$ cat config.mk
export PLATFORM = sky130hd
export DESIGN_NAME = clk_rate_strobe_gen
export DESIGN_NICKNAME = d
export VERILOG_FILES = /design/src/rtl/rate_strobe_pkg.sv /design/src/rtl/rate_ctrl_reg.sv /design/src/rtl/rate_select.sv /design/src/rtl/strobe_divider.sv /design/src/rtl/clk_rate_strobe_gen.sv
export SDC_FILE = /design/constraint.sdc
export NUM_CORES = 1
export LEC_CHECK = 0
export BUFFER_PORTS_ARGS = -buffer_cell sky130_fd_sc_hd__buf_2
export CAP_MARGIN = 0
export CORE_ASPECT_RATIO = 2
export CORE_UTILIZATION = 62
export CTS_CLUSTER_SIZE = 24
export DETAILED_ROUTE_END_ITERATION = 7
export GPL_ROUTABILITY_DRIVEN = 0
export PLACE_DENSITY_LB_ADDON = 0.08
export SYNTH_ARGS = -nofsm -noshare
export SYNTH_HDL_FRONTEND = slang
export SYNTH_SLANG_ARGS = --single-unit
$ cat constraint.sdc
create_clock -name clk -period 1.9 [get_ports clk]
set_input_delay 0.19 -clock clk [delete_from_list [all_inputs] [get_ports clk]]
set_output_delay 0.19 -clock clk [all_outputs]
set_load 0.01 [all_outputs]
$ cat src/rtl/rate_strobe_pkg.sv
// Package: shared constants and helpers for the dual-rate strobe generator.
// Assumes the slow period is a multiple of the fast one and both fit CNT_W.
package rate_strobe_pkg;
    localparam int unsigned FAST_DIV = 6;
    localparam int unsigned SLOW_DIV = 12;
    localparam int unsigned NUM_PER  = 7;
    localparam int unsigned REG_W    = NUM_PER + 1;
    localparam int unsigned CNT_W    = $clog2(SLOW_DIV);

    typedef logic [REG_W-1:0] rate_reg_t;
    typedef logic [CNT_W-1:0] div_cnt_t;

    // Returns the last count value of a period for the given rate choice.
    function automatic div_cnt_t last_count(input logic slow);
        return slow ? div_cnt_t'(SLOW_DIV - 1) : div_cnt_t'(FAST_DIV - 1);
    endfunction
endpackage

$ cat src/rtl/rate_ctrl_reg.sv
// Module: rate_ctrl_reg
// Holds the rate register. Loads on a write strobe, clears on a synchronous
// active-low reset. Assumes the bus decode outside has already qualified wr_en.
module rate_ctrl_reg
    import rate_strobe_pkg::*;
#(
    parameter int unsigned WIDTH = REG_W
) (
    input  logic             clk,
    input  logic             rst_n,
    input  logic             wr_en,
    input  logic [WIDTH-1:0] wr_data,
    output logic [WIDTH-1:0] reg_q
);
    // Register storage: clear on reset, load on write, otherwise hold.
    always_ff @(posedge clk) begin
        if (!rst_n) begin
            reg_q <= '0;
        end else if (wr_en) begin
            reg_q <= wr_data;
        end
    end
endmodule

$ cat src/rtl/rate_select.sv
// Module: rate_select
// Decodes the rate register into one slow/fast request per strobe.
// Bit 0 is the global double-speed bit. A peripheral bit counts only while it
// is set, and a set peripheral bit selects the slow rate.
module rate_select
    import rate_strobe_pkg::*;
#(
    parameter int unsigned NPER = NUM_PER
) (
    input  logic [NPER:0]   reg_q,
    output logic            cpu_slow,
    output logic [NPER-1:0] per_slow
);
    logic x2_on;

    // Global speed decode.
    always_comb begin
        x2_on    = reg_q[0];
        cpu_slow = !x2_on;
    end

    // Per-peripheral decode: slow unless double speed is on and the bit is clear.
    for (genvar k = 0; k < NPER; k++) begin : g_per
        always_comb per_slow[k] = !x2_on || reg_q[k+1];
    end
endmodule

$ cat src/rtl/strobe_divider.sv
// Module: strobe_divider
// Free-running divider that emits a registered one-cycle strobe once per
// period. The requested rate is latched only at the period boundary, so an
// interval always has the full length of one rate.
module strobe_divider
    import rate_strobe_pkg::*;
(
    input  logic clk,
    input  logic rst_n,
    input  logic slow_req,
    output logic stb
);
    div_cnt_t cnt;
    logic     slow_act;
    logic     at_end;

    // End-of-period detect for the rate in force.
    always_comb at_end = (cnt == last_count(slow_act));

    // Count, wrap, latch the new rate at the wrap and emit the strobe.
    always_ff @(posedge clk) begin
        if (!rst_n) begin
            cnt      <= '0;
            slow_act <= 1'b1;
            stb      <= 1'b0;
        end else if (at_end) begin
            cnt      <= '0;
            slow_act <= slow_req;
            stb      <= 1'b1;
        end else begin
            cnt      <= cnt + 1'b1;
            stb      <= 1'b0;
        end
    end
endmodule

$ cat src/rtl/clk_rate_strobe_gen.sv
// Module: clk_rate_strobe_gen (top)
// Generates the CPU strobe and seven peripheral strobes from one clock, each at
// 1/6 or 1/12 of the clock rate as the rate register selects. Each output has
// its own divider so that rate switches never disturb another output's phase.
module clk_rate_strobe_gen
    import rate_strobe_pkg::*;
(
    input  logic               clk,
    input  logic               rst_n,
    input  logic               wr_en,
    input  logic [REG_W-1:0]   wr_data,
    output logic [REG_W-1:0]   rate_q,
    output logic               cpu_stb,
    output logic [NUM_PER-1:0] per_stb
);
    logic               cpu_slow;
    logic [NUM_PER-1:0] per_slow;

    // Control register.
    rate_ctrl_reg #(.WIDTH(REG_W)) u_reg (
        .clk     (clk),
        .rst_n   (rst_n),
        .wr_en   (wr_en),
        .wr_data (wr_data),
        .reg_q   (rate_q)
    );

    // Rate decode.
    rate_select #(.NPER(NUM_PER)) u_sel (
        .reg_q    (rate_q),
        .cpu_slow (cpu_slow),
        .per_slow (per_slow)
    );

    // CPU divider.
    strobe_divider u_cpu_div (
        .clk      (clk),
        .rst_n    (rst_n),
        .slow_req (cpu_slow),
        .stb      (cpu_stb)
    );

    // One divider per peripheral.
    for (genvar k = 0; k < NUM_PER; k++) begin : g_per_div
        strobe_divider u_div (
            .clk      (clk),
            .rst_n    (rst_n),
            .slow_req (per_slow[k]),
            .stb      (per_stb[k])
        );
    end
endmodule

== After elaboration in Yosys (flattened, before gate mapping) ==
Index checks and enable logic that the tools add are counted.

* Word-level logic and storage cells: 74
* Output and inout bits: 16
* ROM bits: 0
* Bits in latches: 0
* Bits of input ports: 11
* Memory bits (writable): 0
* Flip-flop bits (word level): 56
* Memories kept: 0

* Bitwise operators: 1
* $lt $le $gt $ge: 0
* Div/mod/pow operators: 0
* Add/sub/neg operators: 8
* Shift-type cells: 0
* Eq/ne operators: 8
* Multipliers: 0
* Muxes and demuxes: 16
* Reductions and logical operators: 16

{| class="wikitable"
|+ Operator list
! cell !! count
|-
| 4-bit by 1-bit adder with 4-bit output (second input constant) || 8
|-
| 4-bit == test || 8
|-
| 4-bit two-way mux || 8
|-
| 2-bit OR reduction || 8
|-
| 1-bit two-way mux || 8
|-
| 1-bit logical OR || 7
|-
| 1-bit logical NOT || 1
|-
| 1-bit inverter || 1
|}

== Depth between registers and ports, before layout ==
* Depth after elaboration: 3
* Gate-level depth with buffers: 4
* Mapped depth without buffers: 4

== By module ==
From an unflattened synthesis, not the netlist that was laid out.

* Cell total of the unflattened synthesis: 241
* Area, all modules: 2391.0 sq um

{| class="wikitable"
|+ Modules (own cells, without submodules)
! module !! area an instance (sq um) !! cells each !! seq. area each (sq um) !! instances
|-
| strobe_divider || 255.2 || 26 || 120.1 || 8
|-
| rate_ctrl_reg || 301.5 || 25 || 160.2 || 1
|-
| rate_select || 47.5 || 8 || 0.0 || 1
|}

== Worst setup path after synthesis ==
OpenSTA, ideal clock, no wires.

* Path kind: register -> register
* From: register g_per_div[4].u_div.cnt[1]
* To: register g_per_div[4].u_div.stb
* Clock period less this slack: 1.220 ns
* Path buffers: 0
* Stages on the path, launching flop included: 4
* Setup time: 0.059 ns
* Arrival: 1.161 ns
* Required time: 1.841 ns
* Slack: 0.680 ns
* Cell sequence: dfxtp_1 > or4b_1 > a21boi_2 > and2_1

* Cells in the longest elaborated chain, start to end: 2

{| class="wikitable"
|+ RTL lines
! what !! line !! RTL
|-
| start: declaration || strobe_divider.sv:13 || <nowiki>div_cnt_t cnt;</nowiki>
|-
| start signal: assignment || strobe_divider.sv:31 || <nowiki>cnt <= cnt + 1'b1;</nowiki>
|-
| 4-bit == test || strobe_divider.sv:18 || <nowiki>always_comb at_end = (cnt == last_count(slow_act));</nowiki>
|-
| 1-bit two-way mux || strobe_divider.sv:26 || <nowiki>end else if (at_end) begin</nowiki>
|-
| end signal: assignment || strobe_divider.sv:25 || <nowiki>stb <= 1'b0;</nowiki>
|-
| end signal: assignment || strobe_divider.sv:29 || <nowiki>stb <= 1'b1;</nowiki>
|-
| end signal: assignment || strobe_divider.sv:32 || <nowiki>stb <= 1'b0;</nowiki>
|-
| end: declaration || strobe_divider.sv:11 || <nowiki>output logic stb</nowiki>
|}

Every way passes these cells.
A chain may end at the register's enable or synchronous reset.

== Final worst setup path ==
Same ends and word-level chain as after synthesis.

==> summary.md <==
| Metric | Value |
|---|---|
| Critical Path AT | `~1600 ps` |
| DIE AREA | `between 4000 and 5000 um2` |
| Router iterations before antenna repair | `4` |
| Max stage delay on crit path | `approximately 530 ps` |
| Clk pin slew, worst setup/hold paths | `90 ps` |
| Mapped Avg Cell Area | `around 9.9 um2` |
| Fin crit period | `between 1000 and 1500 ps` |
| Ys async rst share | `0` |
| Largest family of logic cells by synthesized area | `simple AND/OR/NAND/NOR gates` |
| Fmax | `about 0.76 GHz` |
| WP data required | `2150 ps` |
| Overflow after GRT | `0` |
| Post-synth EDFFs | `0` |
| IO buf count | `26` |
| CP max-delay cell | `or4b_1` |
| Flop2flop setup slack | `between 500 and 600 ps` |
| Total CTS buffers | `5` |
| Seq/Total Area, Yosys | `0.4616` |
| Register area | `1121 um2` |
| Vias in the first global route | `1,656` |
| CTS tree | `built` |
| Pin count of the biggest net entering global routing | `24` |
| CP startpoint kind | `flop` |
| # setup viols final | `0` |
| Final setup TNS | `0 ps` |
| Syn. warnings | `0` |
| Critical-path maximum fanout | `6` |
| Max-cap viol count | `0` |
| Mapped cell area | `2429 um2` |
| Worst slew pin tran | `363.7 ps` |
| Final Cell Area | `about 2600 um2` |
| DP HPWL | `2760 um` |
| Final period util | `0.6922` |
| Drt first-iter violations | `26` |
| Post-Synth Simple-Gate Area | `0.2787` |
| Starting Density | `0.6591` |
| Slew headroom | `0.7572` |
| Critical Path End Type | `flop` |
| Final slew viol count | `0` |
| Comb pwr share | `0.076` |
| Core area | `around 3700 um2` |
| Total global-route track usage | `0.2098` |
| CTS resizes | `0` |
| First-pass GRT wire length | `roughly 6500 um` |
| I/O Pins | `27` |
| XOR/XNOR share of the synthesized area | `0.04328` |
| Initial antenna violation count | `0` |
| Root buffer cell | `clkbuf_8` |
| Count leader, synth | `dfxtp_1` |
| CTS sink cnt | `56` |
| Final Hold Viols | `0` |
| Chip width | `around 46 um` |
| Clock power frac | `0.307` |
| Post-synthesis cell type count | `29` |
| Total Routed Length | `slightly below 4000 um` |
| Post-CTS Setup Bufs | `0` |
| List of most frequent post-synthesis cells | `56 x dfxtp_1, 22 x nand2_1, 18 x nor2_1, 18 x nor2b_1, 15 x nand4b_1` |
| Vias per inst | `5.582` |
| Die Span Y | `roughly 91 um` |
| Compound-Gate Fraction of Synth Area | `0.1066` |
| Area grow syn2layout | `8.810%` |
| Share of cells above drive strength 1 | `0.1648` |
| Final antenna-violating net count | `0` |
| Mux contribution to synthesized area | `0.03297` |
| WL/cell | `between 10 and 15 um` |
| Fill cells | `311` |
| Unrepaired setup endpoints after global routing | `no` |
| Hold Buf Count CTS | `0` |
| Seq cells post-synth | `56` |
| H-tree levels | `2` |
| Nets | `~290` |
| Clock skew | `3.285 ps` |
| Min-Delay Path Class | `in -> reg` |
| Ant. Diodes | `0` |
| Syn nets | `265` |
| Row cnt | `31` |
| Yosys top cell by area | `dfxtp_1` |
| Flop pwr share | `0.617` |
| VDD IR max | `a little over 0.0009 V` |
| Area occupied by multi-input gates | `1221 um2` |
| CTS max path bufs | `2` |
| CP cell instances | `or4b_1 > a21boi_2 > and2_1` |
| Area after DPL | `around 2600 um2` |
| Syn Inst Count | `between 200 and 250` |
| WS Path Type | `reg -> reg` |
| Status | `finished clean` |
| Adder-cell share of the synthesized area | `0.04122` |
| Drt drc | `0` |
| Vias | `around 1,800` |
| Switching share of power | `0.2348` |
| Commonest register cell after synthesis | `dfxtp_1` |
| Static leakage | `1.093 nW` |
| Cell Pwr Density | `797.4 nW/um2` |
| Fin util | `0.7171` |
| Switching power | `494.8 uW` |
| Clock Latency Late Sink | `roughly 300 ps` |
| Post-synth top area share | `0.4616` |
| Pint | `around 1.6 mW` |
| Synth area leaders | `dfxtp_1 46%, nand4b_1 5.4%, nor2b_1 4.6%` |
cells by family after synthesis:
group	Yosys count
adder cells (fa/ha/maj)	8
AO/OA/AOI/OAI	36
XOR/XNOR	12
AND/OR/NAND/NOR	110
flip-flops	56
buffers and inverters	16
multiplexers	8
power groups by stage:
| stage | Combinational (mW) | Clock [mW] | Sequential (mW) |
|---|---|---|---|
| detailed placement | 0.161 | 0 | 1.33 |
| finish | 0.159 | 0.647 | 1.30 |
| CTS | 0.162 | 0.674 | 1.30 |
| global placement | 0.157 | 0 | 1.33 |
| floorplan | 0.122 | 0 | 1.31 |
| global route | 0.181 | 0.711 | 1.31 |
cells in the final DEF (no fill, tap or decap), types with 4 or more instances in the layout:
cell,synthesis,layout
a21oi_1,8,8
nand2_1,22,22
buf_2,0,26
dfxtp_1,56,56
or4b_1,5,5
ha_1,8,8
nor2b_1,18,18
nand4b_1,15,15
o211ai_1,5,5
nand3_1,6,6
nand3b_1,4,4
a21boi_2,7,7
and2_1,8,8
o21ai_0,6,6
xor2_1,12,12
nor2_1,18,18
clkbuf_8,0,6
nor3b_1,7,7
mux2i_1,8,8
state kept, by name, summed over array words and instances, names as in the netlist:
| register | cells |
|---|---|
| u_reg.reg_q | 8 |
| u_cpu_div.stb | 1 |
| g_per_div.u_div.stb | 7 |
| g_per_div.u_div.slow_act | 7 |
| u_cpu_div.slow_act | 1 |
| u_cpu_div.cnt | 4 |
| g_per_div.u_div.cnt | 28 |
stage by stage:
step / worst slack [ps] / instances / total power, mW / hold slack, ps
detailed placement: 596.2 / 308 / 1.489 / 459.1
floorplan: 680.0 / 246 / 1.435 / 359.8
global route: 488.4 / 316 / 2.204 / 135.7
CTS: 575.3 / 316 / 2.136 / 132.9
finish: 584.8 / 316 / 2.107 / 140.8
global placement: 603.7 / 308 / 1.482 / 443.5
final cells by class:
cell class	instances	area share
Multi-Input combinational cell	174	0.4621
Sequential cell	56	0.4242
Timing Repair Buffer	28	0.05492
Clock buffer	8	0.03409
Tap cell	49	0.02320
Inverter	1	0.001420
final timing paths:
check,startpoint,endpoint,depth (start not counted)
worst max-delay path,g_per_div[4].u_div.cnt[1]$_SDFF_PP0_,g_per_div[4].u_div.stb$_SDFF_PN0_,3
worst min-delay path,wr_data[0],u_reg.reg_q[0]$_SDFFE_PN0P_,3
worst max register to register,g_per_div[4].u_div.cnt[1]$_SDFF_PP0_,g_per_div[4].u_div.stb$_SDFF_PN0_,3
worst min register to register,g_per_div[6].u_div.cnt[0]$_SDFF_PP0_,g_per_div[6].u_div.cnt[0]$_SDFF_PP0_,1
per-layer routing:
layer,global-route usage,up-vias,routed length [um]
met3,0.05000,7,95
met5,0,-,0
li1,-,897,-
met1,0.2085,836,1655
met2,0.3662,24,2062
met4,0.1152,0,96
worst max-delay path: cells and delay by family, from the launching register on:
family	cells	cell delay [ps]
AND/OR/NAND/NOR	2	670
flip-flops	1	360
AO/OA/AOI/OAI	1	230
(Power assumes the default switching activity.)
